### src/rtl/spi_seq_pkg.sv
package spi_seq_pkg;
  localparam logic [31:0] CTRL_RESET = 32'h8000_0102;
  localparam int BIT_EN   = 0;
  localparam int BIT_HOLD = 26;
  localparam int BIT_SRST = 31;
  localparam int CNT_LSB  = 8;
  localparam int CNT_W    = 16;

  typedef enum logic [1:0] {ST_IDLE, ST_LEAD, ST_HIGH, ST_LOW} seqState_t;

  typedef struct packed {
    logic load;    // capture a new tx word
    logic sample;  // take one miso bit (rising sclk)
    logic shift;   // advance mosi (falling sclk)
  } seqStrobe_t;
endpackage

### src/rtl/spi_seq_dp.sv
module spi_seq_dp
  import spi_seq_pkg::*;
#(
  parameter int DATA_W = 32,
  localparam int SIZE_W = $clog2(DATA_W) + 1
) (
  input  logic              clk,
  input  logic              rstN,
  input  seqStrobe_t        strobe,
  input  logic [SIZE_W-1:0] frameSize,
  input  logic [DATA_W-1:0] txData,
  input  logic              miso,
  output logic              mosi,
  output logic [DATA_W-1:0] rxData
);
  logic [DATA_W-1:0] shReg;
  logic [DATA_W-1:0] rxReg;
  logic [SIZE_W-1:0] padBits;

  assign padBits = SIZE_W'(DATA_W) - frameSize;

  always_ff @(posedge clk or negedge rstN) begin
    if (!rstN) begin
      shReg <= '0;
      rxReg <= '0;
    end else begin
      if (strobe.load) begin
        shReg <= txData << padBits;
        rxReg <= '0;
      end else begin
        if (strobe.sample) rxReg <= {rxReg[DATA_W-2:0], miso};
        if (strobe.shift)  shReg <= {shReg[DATA_W-2:0], 1'b0};
      end
    end
  end

  assign mosi   = shReg[DATA_W-1];
  assign rxData = rxReg;
endmodule

### src/rtl/spi_seq_ctrl.sv
module spi_seq_ctrl
  import spi_seq_pkg::*;
#(
  parameter int DATA_W = 32,
  parameter int DIV_W  = 8,
  localparam int SIZE_W = $clog2(DATA_W) + 1
) (
  input  logic              clk,
  input  logic              rstN,
  input  logic              ctrlWe,
  input  logic [31:0]       ctrlWdata,
  input  logic              sizeWe,
  input  logic [SIZE_W-1:0] sizeWdata,
  input  logic              divWe,
  input  logic [DIV_W-1:0]  divWdata,
  input  logic [1:0]        intClr,
  input  logic              txValid,
  output logic              txPop,
  output seqStrobe_t        strobe,
  output logic              sclk,
  output logic              csN,
  output logic              rxPush,
  output logic              donePulse,
  output logic              stDone,
  output logic              stReady,
  output logic              rawDone,
  output logic              rawReady,
  output logic [31:0]       ctrlQ,
  output logic [SIZE_W-1:0] sizeQ,
  output logic [DIV_W-1:0]  divQ
);
  seqState_t         state;
  logic [DIV_W-1:0]  divCnt;
  logic [SIZE_W-1:0] bitCnt;
  logic [CNT_W-1:0]  frameCnt;
  logic              tick, softRst, loadOk, lastBit;

  assign softRst = ctrlWe && ctrlWdata[BIT_SRST];
  assign tick    = (divCnt == divQ);
  assign lastBit = (bitCnt == sizeQ);
  assign loadOk  = (state == ST_IDLE) && ctrlQ[BIT_EN] && txValid &&
                   (frameCnt != '0) && !ctrlWe;
  assign txPop   = loadOk;

  always_comb begin
    strobe.load   = loadOk;
    strobe.sample = tick && ((state == ST_LEAD) || (state == ST_LOW && !lastBit));
    strobe.shift  = tick && (state == ST_HIGH);
  end

  always_ff @(posedge clk or negedge rstN) begin
    if (!rstN) begin
      ctrlQ <= CTRL_RESET;  sizeQ <= SIZE_W'(4);  divQ <= DIV_W'(7);
      frameCnt <= CTRL_RESET[CNT_LSB +: CNT_W];
      state <= ST_IDLE;  divCnt <= '0;  bitCnt <= '0;
      sclk <= 1'b0;  csN <= 1'b1;  rxPush <= 1'b0;  donePulse <= 1'b0;
      stDone <= 1'b0;  stReady <= 1'b0;  rawDone <= 1'b0;  rawReady <= 1'b0;
    end else if (softRst) begin
      ctrlQ <= CTRL_RESET;  sizeQ <= SIZE_W'(4);  divQ <= DIV_W'(7);
      frameCnt <= CTRL_RESET[CNT_LSB +: CNT_W];
      state <= ST_IDLE;  divCnt <= '0;  bitCnt <= '0;
      sclk <= 1'b0;  csN <= 1'b1;  rxPush <= 1'b0;  donePulse <= 1'b0;
      stDone <= 1'b0;  stReady <= 1'b0;  rawDone <= 1'b0;  rawReady <= 1'b0;
    end else begin
      rxPush    <= 1'b0;
      donePulse <= 1'b0;
      if (intClr[0]) rawDone  <= 1'b0;
      if (intClr[1]) rawReady <= 1'b0;
      if (state != ST_IDLE) divCnt <= tick ? '0 : divCnt + 1'b1;

      unique case (state)
        ST_IDLE: if (loadOk) begin
          csN <= 1'b0;  stDone <= 1'b0;  stReady <= 1'b0;
          bitCnt <= '0;  divCnt <= '0;  state <= ST_LEAD;
        end
        ST_LEAD: if (tick) begin
          sclk <= 1'b1;  bitCnt <= bitCnt + 1'b1;  state <= ST_HIGH;
        end
        ST_HIGH: if (tick) begin
          sclk <= 1'b0;  state <= ST_LOW;
        end
        ST_LOW: if (tick) begin
          if (lastBit) begin
            rxPush <= 1'b1;
            state  <= ST_IDLE;
            if (frameCnt == CNT_W'(1)) begin
              frameCnt  <= ctrlQ[CNT_LSB +: CNT_W];
              csN       <= 1'b1;
              donePulse <= 1'b1;
              stDone <= 1'b1;  stReady <= 1'b1;
              rawDone <= 1'b1; rawReady <= 1'b1;
            end else begin
              frameCnt <= frameCnt - 1'b1;
              if (!ctrlQ[BIT_HOLD]) csN <= 1'b1;
            end
          end else begin
            sclk <= 1'b1;  bitCnt <= bitCnt + 1'b1;  state <= ST_HIGH;
          end
        end
        default: state <= ST_IDLE;
      endcase

      if (ctrlWe) begin
        ctrlQ    <= ctrlWdata;
        frameCnt <= ctrlWdata[CNT_LSB +: CNT_W];
        if (state == ST_IDLE) csN <= 1'b1;
      end
      if (sizeWe && !ctrlQ[BIT_EN] && (sizeWdata != '0) &&
          (sizeWdata <= SIZE_W'(DATA_W)))
        sizeQ <= sizeWdata;
      if (divWe) divQ <= divWdata;
    end
  end
endmodule

### src/rtl/spi_frame_seq.sv
module spi_frame_seq
  import spi_seq_pkg::*;
#(
  parameter int DATA_W = 32,
  parameter int DIV_W  = 8,
  localparam int SIZE_W = $clog2(DATA_W) + 1
) (
  input  logic              clk,
  input  logic              rstN,
  input  logic              ctrlWe,
  input  logic [31:0]       ctrlWdata,
  input  logic              sizeWe,
  input  logic [SIZE_W-1:0] sizeWdata,
  input  logic              divWe,
  input  logic [DIV_W-1:0]  divWdata,
  input  logic [1:0]        intClr,
  input  logic              txValid,
  input  logic [DATA_W-1:0] txData,
  output logic              txPop,
  output logic              rxPush,
  output logic [DATA_W-1:0] rxData,
  input  logic              miso,
  output logic              sclk,
  output logic              mosi,
  output logic              csN,
  output logic              donePulse,
  output logic              stDone,
  output logic              stReady,
  output logic              rawDone,
  output logic              rawReady,
  output logic [31:0]       ctrlQ,
  output logic [SIZE_W-1:0] sizeQ,
  output logic [DIV_W-1:0]  divQ
);
  seqStrobe_t strobe;

  spi_seq_ctrl #(.DATA_W(DATA_W), .DIV_W(DIV_W)) u_ctrl (
    .clk(clk), .rstN(rstN), .ctrlWe(ctrlWe), .ctrlWdata(ctrlWdata),
    .sizeWe(sizeWe), .sizeWdata(sizeWdata), .divWe(divWe), .divWdata(divWdata),
    .intClr(intClr), .txValid(txValid), .txPop(txPop), .strobe(strobe),
    .sclk(sclk), .csN(csN), .rxPush(rxPush), .donePulse(donePulse),
    .stDone(stDone), .stReady(stReady), .rawDone(rawDone), .rawReady(rawReady),
    .ctrlQ(ctrlQ), .sizeQ(sizeQ), .divQ(divQ)
  );

  spi_seq_dp #(.DATA_W(DATA_W)) u_dp (
    .clk(clk), .rstN(rstN), .strobe(strobe), .frameSize(sizeQ),
    .txData(txData), .miso(miso), .mosi(mosi), .rxData(rxData)
  );
endmodule

### config.mk
export PLATFORM = sky130hd
export DESIGN_NAME = spi_frame_seq
export DESIGN_NICKNAME = d
export VERILOG_FILES = /design/src/rtl/spi_seq_pkg.sv /design/src/rtl/spi_seq_dp.sv /design/src/rtl/spi_seq_ctrl.sv /design/src/rtl/spi_frame_seq.sv
export SDC_FILE = /design/constraint.sdc
export NUM_CORES = 1
export LEC_CHECK = 0
export BUFFER_PORTS_ARGS = -buffer_cell sky130_fd_sc_hd__clkbuf_2
export CAP_MARGIN = 25
export CORE_MARGIN = 2
export CORE_UTILIZATION = 30
export DETAILED_ROUTE_END_ITERATION = 12
export GPL_TIMING_DRIVEN = 0
export HOLD_SLACK_MARGIN = 0.08
export PLACE_DENSITY_LB_ADDON = 0.15
export SYNTH_ARGS = -nofsm -noshare
export SYNTH_HDL_FRONTEND = slang
export SYNTH_SLANG_ARGS = --single-unit
### constraint.sdc
create_clock -name clk -period 4.2 [get_ports clk]
set_input_delay 0.42 -clock clk [delete_from_list [all_inputs] [get_ports clk]]
set_output_delay 0.42 -clock clk [all_outputs]
set_load 0.02 [all_outputs]
Word level (Yosys, flattened, before mapping):

Cells that the tools add are included.

* flip-flop bits (word level): 149
* input port bits: 87
* output and inout bits: 88
* word-level logic and storage cells: 146

* add/sub/neg operators: 4
* magnitude comparators: 1
* equal/unequal tests: 13
* shifts and indexed selects: 1
* multiplexer cells: 76
* reductions and logical operators: 35

Operators by type and width (count)
* $mux W32: 6
* $mux W16: 6
* $mux W8: 7
* $mux W6: 7
* $mux W1: 39
* $shl A32 B6 Y32: 1
* $pmux W6 S3: 1
* $eq A16 B1 Y1 const B: 1
* $reduce_bool A16 Y1: 1
* $sub A16 B1 Y16 const B: 1
* $reduce_and A5 Y1: 3
* $mux W2: 6
* $ne A3 B1 Y1 const B: 4
* $reduce_bool A2 Y1: 6
* $reduce_bool A3 Y1: 4
* $logic_and A1 B1 Y1: 11
* $ne A3 B2 Y1 const B: 3
* $add A8 B1 Y8 const B: 1
* $eq A8 B8 Y1: 1
* $pmux W2 S4: 1
* $reduce_bool A4 Y1: 2
* $add A6 B1 Y6 const B: 1
* $eq A6 B6 Y1: 1
* $le A6 B6 Y1 const B: 1
* other kinds (11): 15

Depth between registers and ports, before layout:

* depth in word-level cells: 10
* depth in mapped cells: 12
* depth with buffers taken out: 8

By module:

A second synthesis with hierarchy kept.

* cells, all modules: 925
* area, all modules: 8976.1 um^2

Modules (own cells, without submodules)
* spi_seq_ctrl: times used 1, cells an instance 470, area each 4549.4 um^2, sequential area each 2138.3 um^2
* spi_seq_dp: times used 1, cells an instance 455, area each 4426.7 um^2, sequential area each 1601.5 um^2

Worst setup path before layout:

Ideal clock, no wire load.

* kind: reg2reg
* from: reg u_ctrl.sizeQ[0]
* to: reg u_dp.shReg[29]
* setup time: 0.129 ns
* data arrival time: 2.642 ns
* required time: 4.071 ns
* slack: 1.429 ns
* stages on the path, launching flop included: 11
* path buffers: 3
* clock period less this slack: 2.771 ns
* cells stage by stage: dfrtp_1 -> buf_6 -> inv_2 -> ha_1 -> buf_2 -> buf_6 -> mux2_1 -> mux4_2 -> o2111a_1 -> a311oi_1 -> a21oi_1

* word-level cells in the longest chain between the ends: 3

Ends and longest elaborated chain
* start: declaration: RTL line spi_seq_ctrl.sv:29 `output logic [SIZE_W-1:0] sizeQ,`
* start signal: assignment: RTL line spi_seq_ctrl.sv:110 `sizeQ <= sizeWdata;`
* $sub A6 B6 Y6: RTL line spi_seq_dp.sv:20 `assign padBits = SIZE_W'(DATA_W) - frameSize;`
* $shl A32 B6 Y32: RTL line spi_seq_dp.sv:28 `shReg <= txData << padBits;`
* $mux W32: RTL line spi_seq_dp.sv:27 `if (strobe.load) begin`
* end signal: assignment: RTL line spi_seq_dp.sv:28
* end signal: assignment: RTL line spi_seq_dp.sv:32 `if (strobe.shift) shReg <= {shReg[DATA_W-2:0], 1'b0};`
* end: declaration: RTL line spi_seq_dp.sv:16 `logic [DATA_W-1:0] shReg;`

Every way passes these cells.
A chain may end at the register's enable or synchronous reset.

Worst setup path after layout:

* from: reg u_ctrl.frameCnt[1]
* to: out txPop

* word-level cells in the longest chain between the ends: 3

Ends and longest elaborated chain
* start: declaration: RTL line spi_seq_ctrl.sv:35 `logic [CNT_W-1:0] frameCnt;`
* start signal: assignment: RTL line spi_seq_ctrl.sv:54 `frameCnt <= CTRL_RESET[CNT_LSB +: CNT_W];`
* start signal: assignment: RTL line spi_seq_ctrl.sv:60 `frameCnt <= CTRL_RESET[CNT_LSB +: CNT_W];`
* start signal: assignment: RTL line spi_seq_ctrl.sv:87 `frameCnt <= ctrlQ[CNT_LSB +: CNT_W];`
* $reduce_bool A16 Y1: RTL line spi_seq_ctrl.sv:42 `(frameCnt != '0) && !ctrlWe;`
* $logic_and A1 B1 Y1: RTL line spi_seq_ctrl.sv:41 `assign loadOk = (state == ST_IDLE) && ctrlQ[BIT_EN] && txValid &&`
* $logic_and A1 B1 Y1: RTL line spi_seq_ctrl.sv:42
* end: declaration: RTL line spi_frame_seq.sv:19 `output logic txPop,`

Every way passes these cells.

==> results.txt <==
----------------------------------------------------
[Finish]
  Share of cells above drive strength 1 ... 0.263
  Number of antenna diodes ... 0
  End-of-flow core utilization ... 0.370
  FILL cells ... just over 3000
  Final net count ... around 1200
  Area added between synthesis and finish ... 21.9%

[Die]
  Placement row count ... between 60 and 70
  Horizontal extent of the die ... around 180 um
  Standard cell core area ... about 0.03 mm^2
  Die Area ... 0.0312 mm^2
  Die Ht ... ~180 um
  Io pins ... 175
  Starting Density ... 0.303

[Critical path]
  Count of cells along the worst register-to-register path ... 10
  Cell chain of the critical path ... inv_1, ha_1, nor3b_1, a21o_1, inv_2, buf_2, buf_2, clkbuf_2
  Reg-to-reg critical path startpoint ... u_ctrl.sizeQ[0]
  Crit path launch ... u_ctrl.frameCnt[1]
  Top delay family on crit path ... simple AND/OR/NAND/NOR gates
  RR Endpoint ... u_dp.shReg[29]
  Critical path arrival ... 3170 ps
  Cell with the biggest individual delay on the critical path ... nor3b_1
  Crit path capture ... txPop
  Category of the worst setup path capture point ... output pin
  Delay of the slowest critical-path stage ... roughly 850 ps
  Crit Path Class ... reg -> out
  Crit path required time ... ~3800 ps
  Number of buffer and inverter instances along the worst setup path ... 5
  Total number of cells along the worst setup path ... 8
  Flop-to-flop setup slack ... 1080 ps
  Crit path launch type ... flip-flop
  Cell repeated most along the worst path ... buf_2
  Highest fanout seen on the critical path ... 10

[Routing]
  Drt via density ... roughly 5.0
  Number of vias after detailed routing ... 7703
  DR iter-0 viols ... around 500
  Total length of routed wires ... about 27000 um
  Remaining DRCs ... 0
  Wire per inst ... between 15 and 20 um
  DRT Pass-1 Iters ... 6
  Antenna-violating nets left ... 0

[Synthesis]
  Cell area after technology mapping ... between 0.008 and 0.009 mm^2
  Share of flip-flops with an asynchronous set or reset ... 1.00
  Number of warnings issued by yosys ... 0
  Count of flip-flops with a built-in enable after synthesis ... 0
  Area leader, netlist ... dfrtp_1
  Post-Syn Instances ... about 940
  Library cell with the highest instance count after synthesis ... dfrtp_1
  Predominant post-synthesis flop cell ... dfrtp_1
  Unique masters post-synth ... 74
  Proportion of synthesized chip area in sequential cells ... 0.418
  Post-synth top area share ... 0.392
  Top cells by instance count after synthesis ... dfrtp_1 (140), nor2_1 (115), mux2i_1 (102)
  Flops & latches, synth ... about 150
  Leading post-synthesis cells by cell area ... dfrtp_1 (39%), mux2i_1 (11%), nor2_1 (4.8%), nand2_1 (3.8%), mux4_2 (3.5%)
  Mean post-synth cell area ... about 9.6 um^2
  Syn nets ... 1031

[GRT]
  Largest net degree at the start of global routing ... 100
  Total routing resource utilization after global routing ... 0.175
  Global-route wire length before repair ... 43200 um
  Initial antenna violation count ... 0
  Vias in the first global route ... roughly 7800
  GR Overflow Total ... 0

[STA]
  Peak clock frequency supported by timing ... 278 MHz
  Fin. Hold Viols ... 0
  Portion of the clock cycle consumed by the worst path in the final layout ... 0.855
  Transition at the pin with the smallest max-transition slack ... between 1000 and 1500 ps
  Unrepaired setup endpoints after global routing ... no
  Worst Hold Margin ... 183 ps
  Setup violation total in the final timing report ... 0
  Final slew viol count ... 0
  Slew HR ... 0.313
  Clock tree skew after final layout ... ~29 ps
  Final period demand of the worst path ... around 3600 ps

[Clock tree]
  TritonCTS buffer count ... 17
  TritonCTS clock tree ... yes
  Clock-pin slew on the worst setup and hold paths ... 70 ps
  Post-CTS repair timing setup buffer count ... 0
  Clock buffer depth ... 2
  Root Buffer ... clkbuf_16
  H-Tree Level Count ... 4
  Gates resized, CTS repair ... 0
  Num Clock Sinks ... ~150
  Insertion delay to the later sink of the worst-skew pair ... between 400 and 500 ps

[Pwr]
  Static power due to leakage ... approximately 5.3 nW
  Peak VDD IR ... about 0.3 mV
  Total power divided by cell area ... 507 mW/mm^2

[Hold path]
  Path type of the worst min-delay path ... in -> reg

[Place]
  Port bufs ... 173
  Global placer's final weighted congestion ... 0.844
  HPWL after DPL ... about 20000 um

[Flow run]
  Max-cap violations ... 0

[Status]
  Run status ... finished, final reports clean

----------------------------------------------------
[per-stage QoR]
step                      cells  setup slack (ps)  area, um^2  setup TNS (ps)  power, mW
final                      1532               608       10900               0       5.52
after global routing       1532               379       10900               0       5.90
after CTS                  1532               572       10900               0       5.59
after detailed placement   1499              1050       10300               0       4.07
after global placement     1498              -241       10300          -30590       4.05
after floorplan             935              1430        8940               0       3.40
[layout make-up]
type	count	area, um^2	area share
tap	390	488	0.0448
clock inverter	13	114	0.0104
clock buffer	19	443	0.0406
inverter	37	139	0.0127
buffer	65	333	0.0305
sequential	149	3740	0.343
multi-input combinational	684	4730	0.434
timing repair buffer	175	912	0.0837
[kinds of logic (layout without fill, tap and decap cells)]
logic type      after synthesis  in the layout  share of synthesized area
flops                       149            149                      0.418
xor+xnor                     34             34                     0.0367
mux                         137            137                      0.176
fa+ha+maj                     9              9                     0.0126
compound gates              200            200                      0.143
buf+inv                     102            309                     0.0528
simple gates                304            304                      0.161
[state kept, by name, indices dropped and copies added, names as in the netlist]
name / flops
u_ctrl.ctrlQ: 32
u_dp.rxData: 32
u_dp.shReg: 32
u_ctrl.frameCnt: 16
u_ctrl.divCnt: 8
u_ctrl.divQ: 8
u_ctrl.bitCnt: 6
u_ctrl.sizeQ: 6
u_ctrl.state: 2
u_ctrl.csN: 1
u_ctrl.donePulse: 1
u_ctrl.rawDone: 1
u_ctrl.rawReady: 1
u_ctrl.rxPush: 1
u_ctrl.sclk: 1
u_ctrl.stDone: 1
[report_power, final]
| group | switching, mW | total (mW) | internal (mW) |
|---|---|---|---|
| clock | 0.698 | 1.49 | 0.792 |
| sequential | 0.269 | 2.06 | 1.80 |
| combinational | 1.20 | 1.97 | 0.774 |
[worst min-delay path by stage]
stage | to | slack [ps] | depth (start not counted) | start
2_1_floorplan | u_ctrl.bitCnt[0] | 120 | 0 | rstN
3_3_place_gp | u_ctrl.ctrlQ[31] | 460 | 2 | u_ctrl.ctrlQ[31]
3_5_place_dp | u_dp.shReg[30] | 410 | 1 | rstN
4_1_cts | u_ctrl.ctrlQ[5] | 170 | 3 | ctrlWdata[5]
5_1_grt | u_ctrl.ctrlQ[1] | 190 | 2 | ctrlWdata[1]
6_report | u_ctrl.ctrlQ[24] | 180 | 3 | ctrlWdata[24]
[layer usage]
metal / vias up / global-route usage / wire length (um)
met1: 3775 / 0.237 / 12500
met2: 180 / 0.292 / 12900
met4: 0 / 0.0417 / 297
li1: 3723 / - / -
met3: 25 / 0.0279 / 1020
met5: - / 0 / 0
[placed cells by master, fill, tap and decap left out, types with 10 or more instances in the layout]
cell type and instances:
a211oi_1 10, a21oi_1 41, buf_2 20, clkbuf_1 31
clkbuf_16 17, clkbuf_2 172, dfrtp_1 140, inv_1 35
mux2_2 20, mux2i_1 102, mux4_2 14, nand2_1 90
nand3_1 26, nor2_1 115, nor3_1 10, o211ai_1 12
o21ai_0 62, xor2_1 22
[repair_timing]
action                     CTS  global route
setup endpoints to repair    0             0
hold buffers                 1             0
hold endpoints to repair    50             0
[worst reg2reg max path, stage by stage, from the launching register on]
cell      delay (ps)
dfrtp_1          360
buf_6            190
inv_2            150
ha_1             300
buf_2            190
buf_6            190
mux2_1           370
mux4_2           510
o2111a_1         270
a311oi_1         380
a21oi_1           70
No activity file was read; power rests on OpenSTA's default activity.
